==> config.mk <==
export PLATFORM = sky130hd
export DESIGN_NAME = path_alloc_ctrl
export DESIGN_NICKNAME = d
export VERILOG_FILES = /design/src/rtl/path_alloc_ctrl.sv
export SDC_FILE = /design/constraint.sdc
export NUM_CORES = 1
export LEC_CHECK = 0
export ABC_AREA = 1
export BUFFER_PORTS_ARGS = -buffer_cell sky130_fd_sc_hd__buf_2
export CAP_MARGIN = 20
export CORE_UTILIZATION = 54
export CTS_CLUSTER_DIAMETER = 100
export DETAILED_ROUTE_END_ITERATION = 10
export GPL_TIMING_DRIVEN = 1
export PLACE_DENSITY = 0.93
export SETUP_SLACK_MARGIN = 0.5
export SYNTH_ARGS = -nofsm -noshare
export SYNTH_HDL_FRONTEND = slang
export SYNTH_SLANG_ARGS = --single-unit
==> constraint.sdc <==
create_clock -name clk -period 8.7 [get_ports clk]
set_clock_uncertainty 0.15 [all_clocks]
set_input_delay 0.87 -clock clk [delete_from_list [all_inputs] [get_ports clk]]
set_output_delay 0.87 -clock clk [all_outputs]
set_load 0.01 [all_outputs]
==> src/rtl/path_alloc_ctrl.sv <==
module path_alloc_ctrl #(
  parameter int ADDR_W = 32
) (
  input  logic                clk,
  input  logic                rst_n,
  input  logic [3:0]          p_valid,
  input  logic [4*ADDR_W-1:0] p_addr,
  input  logic [3:0]          p_done,
  input  logic [3:0]          fault_seg,
  output logic [3:0]          p_grant,
  output logic [3:0]          p_alt,
  output logic [3:0]          m_busy,
  output logic [7:0]          m_src,
  output logic [3:0]          seg_active,
  output logic [3:0]          seg_dir
);
  localparam int NP = 4;
  localparam int CNT_W = 3;

  logic [NP-1:0]    held_q, held_d, alt_q, alt_d, busy_q, busy_d, sdir_q, sdir_d;
  logic [1:0]       dst_q [NP];
  logic [1:0]       dst_d [NP];
  logic [NP-1:0]    mask_q [NP];
  logic [NP-1:0]    mask_d [NP];
  logic [CNT_W-1:0] cnt_q [NP];
  logic [CNT_W-1:0] cnt_d [NP];
  logic             unused_addr;

  assign unused_addr = ^p_addr;

  function automatic logic [3:0] ring_mask(input logic [1:0] s, input logic [1:0] d, input logic ccw);
    logic [3:0] m;
    logic [1:0] k;
    m = '0;
    for (int i = 0; i < 4; i++) begin
      k = 2'(i);
      if (!ccw) m[i] = (k - s) < (d - s);
      else      m[i] = (s - 2'd1 - k) < (s - d);
    end
    return m;
  endfunction

  always_comb begin
    logic [1:0] d;
    logic [3:0] prim, route;
    logic       use_alt, ok;
    held_d = held_q; alt_d = alt_q; busy_d = busy_q; sdir_d = sdir_q;
    for (int i = 0; i < NP; i++) begin
      dst_d[i] = dst_q[i]; mask_d[i] = mask_q[i]; cnt_d[i] = cnt_q[i];
    end
    for (int s = 0; s < NP; s++) begin
      d       = p_addr[s*ADDR_W + ADDR_W-1 -: 2];
      prim    = ring_mask(2'(s), d, 1'b0);
      use_alt = |(prim & fault_seg);
      route   = use_alt ? ring_mask(2'(s), d, 1'b1) : prim;
      ok      = p_valid[s] && !held_q[s] && !busy_d[d] && !(|(route & fault_seg));
      for (int k = 0; k < NP; k++)
        if (route[k] && cnt_d[k] != '0 && sdir_d[k] != use_alt) ok = 1'b0;
      if (ok) begin
        held_d[s] = 1'b1; alt_d[s] = use_alt; dst_d[s] = d; mask_d[s] = route;
        busy_d[d] = 1'b1;
        for (int k = 0; k < NP; k++)
          if (route[k]) begin
            cnt_d[k]  = cnt_d[k] + 1'b1;
            sdir_d[k] = use_alt;
          end
      end
    end
    for (int s = 0; s < NP; s++)
      if (held_q[s] && p_done[s]) begin
        held_d[s] = 1'b0;
        busy_d[dst_q[s]] = 1'b0;
        for (int k = 0; k < NP; k++)
          if (mask_q[s][k]) cnt_d[k] = cnt_d[k] - 1'b1;
      end
  end

  always_ff @(posedge clk or negedge rst_n) begin
    if (!rst_n) begin
      held_q <= '0; alt_q <= '0; busy_q <= '0; sdir_q <= '0;
      for (int i = 0; i < NP; i++) begin
        dst_q[i] <= '0; mask_q[i] <= '0; cnt_q[i] <= '0;
      end
    end else begin
      held_q <= held_d; alt_q <= alt_d; busy_q <= busy_d; sdir_q <= sdir_d;
      for (int i = 0; i < NP; i++) begin
        dst_q[i] <= dst_d[i]; mask_q[i] <= mask_d[i]; cnt_q[i] <= cnt_d[i];
      end
    end
  end

  always_comb begin
    m_src = '0;
    for (int s = 0; s < NP; s++)
      if (held_q[s]) m_src[2*dst_q[s] +: 2] = 2'(s);
  end

  assign p_grant = held_q;
  assign p_alt   = alt_q & held_q;
  assign m_busy  = busy_q;
  generate
    for (genvar k = 0; k < NP; k++) begin : g_seg
      assign seg_active[k] = cnt_q[k] != '0;
    end
  endgenerate
  assign seg_dir = sdir_q & seg_active;
endmodule

## Yosys cells after proc, flatten, opt, wreduce, memory -nomap -nowiden

Index checks and enable logic that the tools add are counted.

| storage, ports and cells | value |
|---|---|
| bits in registers | 52 |
| bits of input ports | 142 |
| output and inout port bits | 28 |
| logic and storage cells | 383 |

| cells by class | value |
|---|---|
| $add $sub $neg | 43 |
| magnitude comparators | 48 |
| eq/ne operators | 16 |
| shift operators | 8 |
| muxes and demuxes | 127 |
| bitwise operators | 23 |
| reductions and logical operators | 96 |

Operators with widths:

| kind | count |
|---|---|
| 3-bit negation with 34-bit output | 4 |
| 2-bit by 34-bit variable shift with 8-bit output, first input constant | 4 |
| 2-bit by 34-bit variable part select with 8-bit output, first input constant | 4 |
| 12-bit 2-to-1 mux | 8 |
| 3-bit 2-to-1 mux | 32 |
| 4-bit 2-to-1 mux | 16 |
| 4-bit bitwise AND | 14 |
| 1-bit logical AND | 56 |
| 1-bit 2-to-1 mux | 52 |
| 3-bit by 1-bit adder with 3-bit output, second input constant | 16 |
| 3-bit nonzero test | 16 |
| 3-bit by 1-bit subtractor with 3-bit output, second input constant | 16 |
| 1-bit by 2-bit less-than comparator with 1-bit output, first input constant | 16 |
| 2-bit less-than comparator, first input constant | 16 |
| 8-bit 2-to-1 mux | 4 |
| 4-bit OR reduction | 8 |
| 8-bit bitwise mux | 3 |
| 2-bit by 3-bit less-than comparator with 1-bit output, second input constant | 8 |
| 1-bit demux with 2-bit select | 8 |
| 2-bit by 1-bit greater-or-equal comparator with 1-bit output, second input constant | 8 |
| 1-bit != test | 16 |
| 4-bit inverter | 4 |
| 4-bit bitwise OR | 4 |
| 1-bit zero test | 12 |
| other kinds (7) | 16 |

## Longest topological paths before layout

Gate-level depths: netlist of the first run.

| logic depth | value |
|---|---|
| depth after elaboration | 55 |
| mapped depth | 67 |
| gate-level depth less buffers | 65 |

## Least setup slack after synthesis of the first run

No wires, ideal clock.

| path | value |
|---|---|
| path kind | input-to-reg |
| start point | in p_addr[31] |
| end point | reg cnt_q[11] in the netlist's numbering |
| library setup time | 0.118 ns |
| arrival | 7.678 ns |
| required time | 8.432 ns |
| slack | 0.754 ns |
| stages | 60 |
| buffers on the path | 2 |
| cell sequence | inv_1 -> ha_1 -> inv_2 -> nand2_2 -> nand3_4 -> nand3_1 -> nand3_2 -> nor2_8 -> nand2_4 -> inv_2 -> nand2_1 -> o21ai_0 -> inv_1 -> ha_1 -> nand3_1 -> nand2_1 -> nor2_1 -> nor2_4 -> [24 not listed] -> nand3_1 -> nand2_1 -> inv_1 -> ha_1 -> nor2_1 -> inv_1 -> nand2_1 -> inv_1 -> ha_1 -> nand2_1 -> nand2_1 -> ha_1 -> nand2_1 -> xor2_1 -> xor2_1 -> xor2_1 -> xor2_1 -> inv_1 |

RTL lines:

| what | RTL line | source |
|---|---|---|
| from (decl) | 7 | `input logic [4*ADDR_W-1:0] p_addr,` |
| to (signal, indexed assignment) | 87 | `dst_q[i] <= dst_d[i]; mask_q[i] <= mask_d[i]; cnt_q[i] <= cnt_d[i];` |
| to (decl) | 25 | `logic [CNT_W-1:0] cnt_q [NP];` |

==> results of run 1 <==
[worst max-delay path, delay by kind of cell]
kind                       cells  cell delay, ps
and+or+nand+nor               32            3170
AOI/OAI and AO/OA              1              60
adders and majority gates      7            1440
buffers and inverters         16            1240
xor gates and xnor gates       6            1100
[logic make-up after synthesis]
logic type	Yosys count
buf+inv	184
compound gates	101
simple gates	536
fa+ha+maj	60
flops	52
xor+xnor	40
[final cells by class]
cell class | instances | area (sq um)
clock buffer | 6 | 139
clock inverter | 2 | 13.8
timing repair buffer | 130 | 873
multi-input combinational | 738 | 4370
inverter | 175 | 684
tap | 140 | 175
fill | 825 | 3380
sequential | 52 | 1300
[Yosys cell counts, types with 6 or more instances]
| cell | number | area, sq um |
|---|---|---|
| a21oi_1 | 11 | 55.1 |
| dfrtp_1 | 52 | 1300 |
| ha_1 | 60 | 751 |
| inv_1 | 163 | 612 |
| inv_2 | 11 | 41.3 |
| nand2_1 | 311 | 1170 |
| nand2_2 | 13 | 81.3 |
| nand3_1 | 114 | 571 |
| nand3_2 | 11 | 110 |
| nor2_1 | 56 | 210 |
| o21ai_0 | 58 | 290 |
| o21ai_1 | 6 | 30.0 |
| xor2_1 | 35 | 307 |
[worst paths after layout]
kind	from	to	slack, ps
worst max register to register	cnt_q[9]	cnt_q[11]	980
max in group asynchronous	rst_n	mask_q[1]	7370
min in group asynchronous	rst_n	alt_q[0]	560
worst min-delay path	alt_q[3]	alt_q[3]	350
worst max-delay path	p_addr[31]	cnt_q[11]	840
worst min register to register	alt_q[3]	alt_q[3]	350
[timing repair]
action | 4_1_cts | 5_1_grt
pin swaps | 4 | 29
endpoints found under the setup margin | 4 | 8
cloned | 0 | 1
setup buffers | 4 | 10
hold buffers | 0 | 0
resized for setup | 11 | 80
[layout by cell type (no fill, tap or decap), types with 5 or more instances in the layout]
master,count
nand2_1,294
inv_1,160
nand3_1,108
buf_4,79
ha_1,56
nor2_1,52
dfrtp_1,52
o21ai_0,48
buf_2,47
xor2_1,27
nand2_2,19
nand3_2,17
nand2_4,13
o21ai_1,12
a21oi_1,10
inv_2,9
xor2_2,7
nor2_4,6
o21ai_2,6
o22ai_1,5
nor2_2,5
xnor2_1,5
nand3b_1,5
or2_2,5
clkbuf_16,5
[layer usage]
| metal | track usage [%] | share of wire [%] | wire, um |
|---|---|---|---|
| met1 | 41.5 | 38 | 7510 |
| met2 | 52.1 | 45 | 8720 |
| met3 | 5.56 | 11 | 2120 |
| met4 | 17.7 | 6.1 | 1190 |
| met5 | 0 | 0 | 0 |
[flip-flops by register name, indices dropped and copies added (netlist names)]
register,cells
alt_q,4
cnt_q,12
dst_q,8
m_busy,4
mask_q,16
p_grant,4
sdir_q,4
[report_power, final]
group / switching (mW) / internal [mW] / total (mW)
logic: 1.12 / 0.714 / 1.83
registers: 0.0942 / 0.360 / 0.454
clock network: 0.0961 / 0.115 / 0.212
total: 1.31 / 1.19 / 2.50
==> reports/metrics.csv, run 1 <==
stage;metric;value;unit
sta;relSlewSlack;42.9;%
global_routing;antenna_found_initial;0;
yosys;post_synth_xor_area_fraction;5.71;%
yosys;synth_seq_cells;52;
critical_path;cp_slowest_stage_delay;280;ps
sta;layout_setup_ws;838;ps
cells_and_area;final_cells;1243;
yosys;synth_edf_count;0;
worst_hold_path;hold_depth;2;
cells_and_area;areaGrowthSynthToFinish;23.1;%
global_routing;grt_start_max_net_pins;53;
run;drv_cap;0;
placement;place.gp.congestion;1.00;
sta;setup_viol;0;
power_and_ir_drop;total_power;2.50;mW
yosys;synthArstFlopShare;100;%
cells_and_area;n_antenna_cell;0;
cells_and_area;design_area;7560;sq um
route;via_count;6986;
yosys;synth_area;6140;sq um
yosys;syn_avg_cell_area;6.31;sq um
floorplan;initial_core_util;56.1;%
yosys;synthAdderAreaFrac;12.2;%
global_routing;grt-ovfl-total;0;
sta;tightest_slew;847;ps
cells_and_area;drive_above_1_share;22.0;%
route;dr.pass1.iters;5;
critical_path;r2r_cells;53;
yosys;yosysSeqAreaShare;21.2;%
placement;placedInstanceArea;6980;sq um
global_routing;grt_first_pass_wirelength;29400;um
sta;hold_viol;0;
global_routing;grt_pass1_vias;6319;
floorplan;design.die.area;11800;sq um
sta;fmax;127;MHz
clocking;cts_root_buf;clkbuf_16;
placement;place_inst;1220;
cells_and_area;utilization;69.1;%
clocking;htreeDepth;2;
yosys;synth_simple_gate_area_share;39.4;%
floorplan;pin_count;170;
clocking;cts_tree;done;
clocking;clkSinkCount;52;
critical_path;cp.required;8750;ps
clocking;numCtsBuffers;5;
sta;maxSlewViolCount;0;
status;status;finished, final reports clean;
route;routed_via_density;5.62;
critical_path;cpMostUsedCell;nand2_1;
critical_path;arrival;7910;ps
yosys;synth_top_family_by_area;simple AND/OR/NAND/NOR gates;
yosys;synth_cells;973;
power_and_ir_drop;power_density;330;nW/um^2
yosys;synth_compound_area_share;9.42;%
power_and_ir_drop;p_leak;4.40;nW
yosys;yosys_most_used_dff;dfrtp_1;
power_and_ir_drop;vdd_ir_drop_max;155;uV
floorplan;die_h;109;um
sta;min_period;7860;ps
route;ant_nets;0;
sta;rsz0062_at_grt;false;
worst_hold_path;hold_class;reg -> reg;
placement;hpwl;14200;um
global_routing;grt_use_total;32.5;%
critical_path;cpMaxStageDelayCell;ha_1;
floorplan;coreArea;10900;sq um
clocking;clk_latency;310;ps
cells_and_area;finalNetCount;1304;
route;wl_per_cell;15.7;um
yosys;synth.area.mux_share;0;%
sta;period_share;90.4;%
placement;dp_slack;-113;ps
yosys;syn_nets;1175;
clocking;cts_buffer_depth;2;
critical_path;cp-end-kind;flop;
critical_path;path_class;in -> reg;
placement;portBuffers;49;
critical_path;cp_max_fo;6;
critical_path;start_kind;primary input;
route;route.detailed.drc;0;
sta;tns;0;ps
route;wirelength;19500;um
route;drt_iter0_drc;810;
floorplan;rows;38;
yosys;yosysWarnings;0;
yosys;synth_cell_types;44;
clocking;clk_pin_slew;80;ps
floorplan;die_x;109;um
sta;hold_ws;348;ps
No activity file was read; power rests on OpenSTA's default activity.
==> run 2, diff against run 1 <==
--- a/config.mk
+++ b/config.mk
@@ -8,11 +8,11 @@
 export ABC_AREA = 1
 export BUFFER_PORTS_ARGS = -buffer_cell sky130_fd_sc_hd__buf_2
 export CAP_MARGIN = 20
-export CORE_UTILIZATION = 54
+export CORE_UTILIZATION = 25
 export CTS_CLUSTER_DIAMETER = 100
 export DETAILED_ROUTE_END_ITERATION = 10
 export GPL_TIMING_DRIVEN = 1
-export PLACE_DENSITY = 0.93
+export PLACE_DENSITY = 0.55
 export SETUP_SLACK_MARGIN = 0.5
 export SYNTH_ARGS = -nofsm -noshare
 export SYNTH_HDL_FRONTEND = slang
==> run 2 against run 1 <==
Clock power increased by 8%. Final area increased by 4.9%. Via count decreased by 7.9%. Non-clock buffer count increased by 19. Routed wire length increased by 1.0%. Cell count increased by 16%. Setup slack improved by 200 ps. Largest cell class unchanged. Highest routed layer unchanged.
==> reports/metrics.csv, run 2 (same netlist as run 1, synthesis figures left out) <==
stage;metric;value;unit;change
sta;setup_viol;0;;unchanged
floorplan;die_h;159;um;+46%
global_routing;grt_pass1_vias;6148;;-2.7%
cells_and_area;max_flop_register;mask_q;;
worst_hold_path;hold_class;reg -> reg;;
power_and_ir_drop;power_density;319;nW/um^2;-3.5%
sta;hold_viol;0;;unchanged
route;wl_per_cell;13.7;um;-13%
global_routing;antenna_found_initial;0;;unchanged
critical_path;cp_max_fo;6;;unchanged
power_and_ir_drop;p_leak;4.47;nW;+1.8%
floorplan;pin_count;170;;unchanged
sta;period_share;88.1;%;-2.3 points
sta;min_period;7660;ps;-198 ps
route;wirelength;19700;um;+1.0%
placement;place.gp.congestion;0.915;;-9.0%
global_routing;grt_start_max_net_pins;53;;unchanged
sta;tns;0;ps;unchanged
sta;tightest_slew;868;ps;+21.2 ps
cells_and_area;mostFrequentLayoutCell;nand2_1;;
clocking;cts_buffer_depth;2;;unchanged
critical_path;arrival;7710;ps;-200 ps
critical_path;cpMostUsedCell;nand2_1;;
cells_and_area;n_antenna_cell;0;;unchanged
clocking;clk_pin_slew;70;ps;about the same
sta;rsz0062_at_grt;true;;
sta;relSlewSlack;40.6;%;-2.3 points
cells_and_area;largest_register_ffs;16;;unchanged
critical_path;path_class;in -> reg;;
cells_and_area;layout_common_cells;nand2_1, inv_1, nand3_1, buf_4, ha_1;;
clocking;cts_root_buf;clkbuf_16;;
cells_and_area;reg.largest.list;mask_q: 16 flops, cnt_q: 12 flops, dst_q: 8 flops;;
clocking;clk_latency;300;ps;about the same
critical_path;start_kind;primary input;;
route;via_count;6431;;-7.9%
status;status;finished, final reports clean;;
cells_and_area;areaGrowthSynthToFinish;29.1;%;
cells_and_area;finalNetCount;1323;;+1.5%
sta;fmax;130;MHz;+2.6%
clocking;cts_tree;done;;
floorplan;rows;56;;+47%
cells_and_area;fill_cells;2580;;+210%
route;drt_iter0_drc;411;;-49%
cells_and_area;drive_above_1_share;23.2;%;+1.1 points
global_routing;grt_use_total;16.2;%;-16 points
placement;place_inst;1420;;+16%
route;routed_via_density;4.46;;-21%
cells_and_area;design_area;7930;sq um;+4.9%
run;drv_cap;0;;unchanged
placement;hpwl;16000;um;+13%
critical_path;cpMaxStageDelayCell;ha_1;;
sta;maxSlewViolCount;0;;unchanged
placement;placedInstanceArea;7370;sq um;+5.6%
critical_path;cp_slowest_stage_delay;280;ps;about the same
floorplan;coreArea;23800;sq um;+120%
floorplan;design.die.area;25200;sq um;+110%
floorplan;initial_core_util;25.8;%;-30 points
clocking;numCtsBuffers;5;;unchanged
power_and_ir_drop;vdd_ir_drop_max;114;uV;-27%
cells_and_area;final_cells;1441;;+16%
cells_and_area;utilization;33.4;%;-36 points
route;route.detailed.drc;0;;unchanged
route;dr.pass1.iters;7;;+2
placement;portBuffers;49;;unchanged
global_routing;grt-ovfl-total;0;;unchanged
critical_path;cp-end-kind;flop;;
floorplan;die_x;159;um;+46%
global_routing;grt_first_pass_wirelength;31400;um;+6.6%
clocking;htreeDepth;2;;unchanged
critical_path;cp.required;8750;ps;about the same
route;ant_nets;0;;unchanged
clocking;clkSinkCount;52;;unchanged
==> run 2: changes by cell type in the layout (fill, tap and decap cells not counted), sizes merged <==
cell | before | now
buf | 130 | 148
clkbuf | 6 | 7
bufinv | 0 | 1
clkinv | 3 | 2
==> run 2: metrics by stage <==
step	setup WS [ps]	power, mW	hold slack [ps]
after floorplan	754	1.58	299
after global placement	79.0	2.15	318
after detailed placement	54.5	2.18	330
after CTS	516	2.44	350
after global routing	459	2.83	383
final	1040	2.53	348
==> run 2: timing repair <==
item	4_1_cts	5_1_grt
hold buffers	0	0
gates resized for setup	9	73
cloned	0	1
setup endpoints to repair	2	6
setup buffers	1	11
pin swaps	1	26
==> run 2: area by class of cell <==
type	count	area, sq um	share of cell area, %
clock buffer	6	129	1.63
clock inverter	2	35.0	0.442
inverter	175	677	8.54
multi-input combinational	738	4360	55.0
sequential	52	1300	16.4
tap	319	399	5.04
timing repair buffer	149	1020	12.9
==> run 2: worst paths after layout <==
path | start | end | slack [ps] | depth (start not counted)
max | p_addr[31] | cnt_q[11] | 1040 | 62
min | alt_q[0] | alt_q[0] | 350 | 2
max reg2reg | cnt_q[9] | cnt_q[11] | 1220 | 56
min reg2reg | alt_q[0] | alt_q[0] | 350 | 2
max in group asynchronous | rst_n | cnt_q[1] | 7350 | 2
min in group asynchronous | rst_n | dst_q[6] | 550 | 2
==> run 2: critical path, delay by kind of cell <==
family	cells	cell delay, ps
simple gates	34	3120
fa+ha+maj	7	1450
buf+inv	14	1090
xor+xnor	5	890
compound gates	2	260
==> run 2: power by group <==
part	total [mW]	switching (mW)	internal (mW)
logic	1.85	1.09	0.758
clock network	0.230	0.0944	0.136
registers	0.451	0.0908	0.360
==> run 2: per-layer routing <==
layer / GRT usage (%) / vias to the layer above / part of all wire (%)
met3: 2.12 / 22 / 4.2
li1: - / 3355 / -
met2: 27.2 / 126 / 45
met5: 0 / - / 0
met1: 21.4 / 2928 / 48
met4: 4.62 / 0 / 2.3
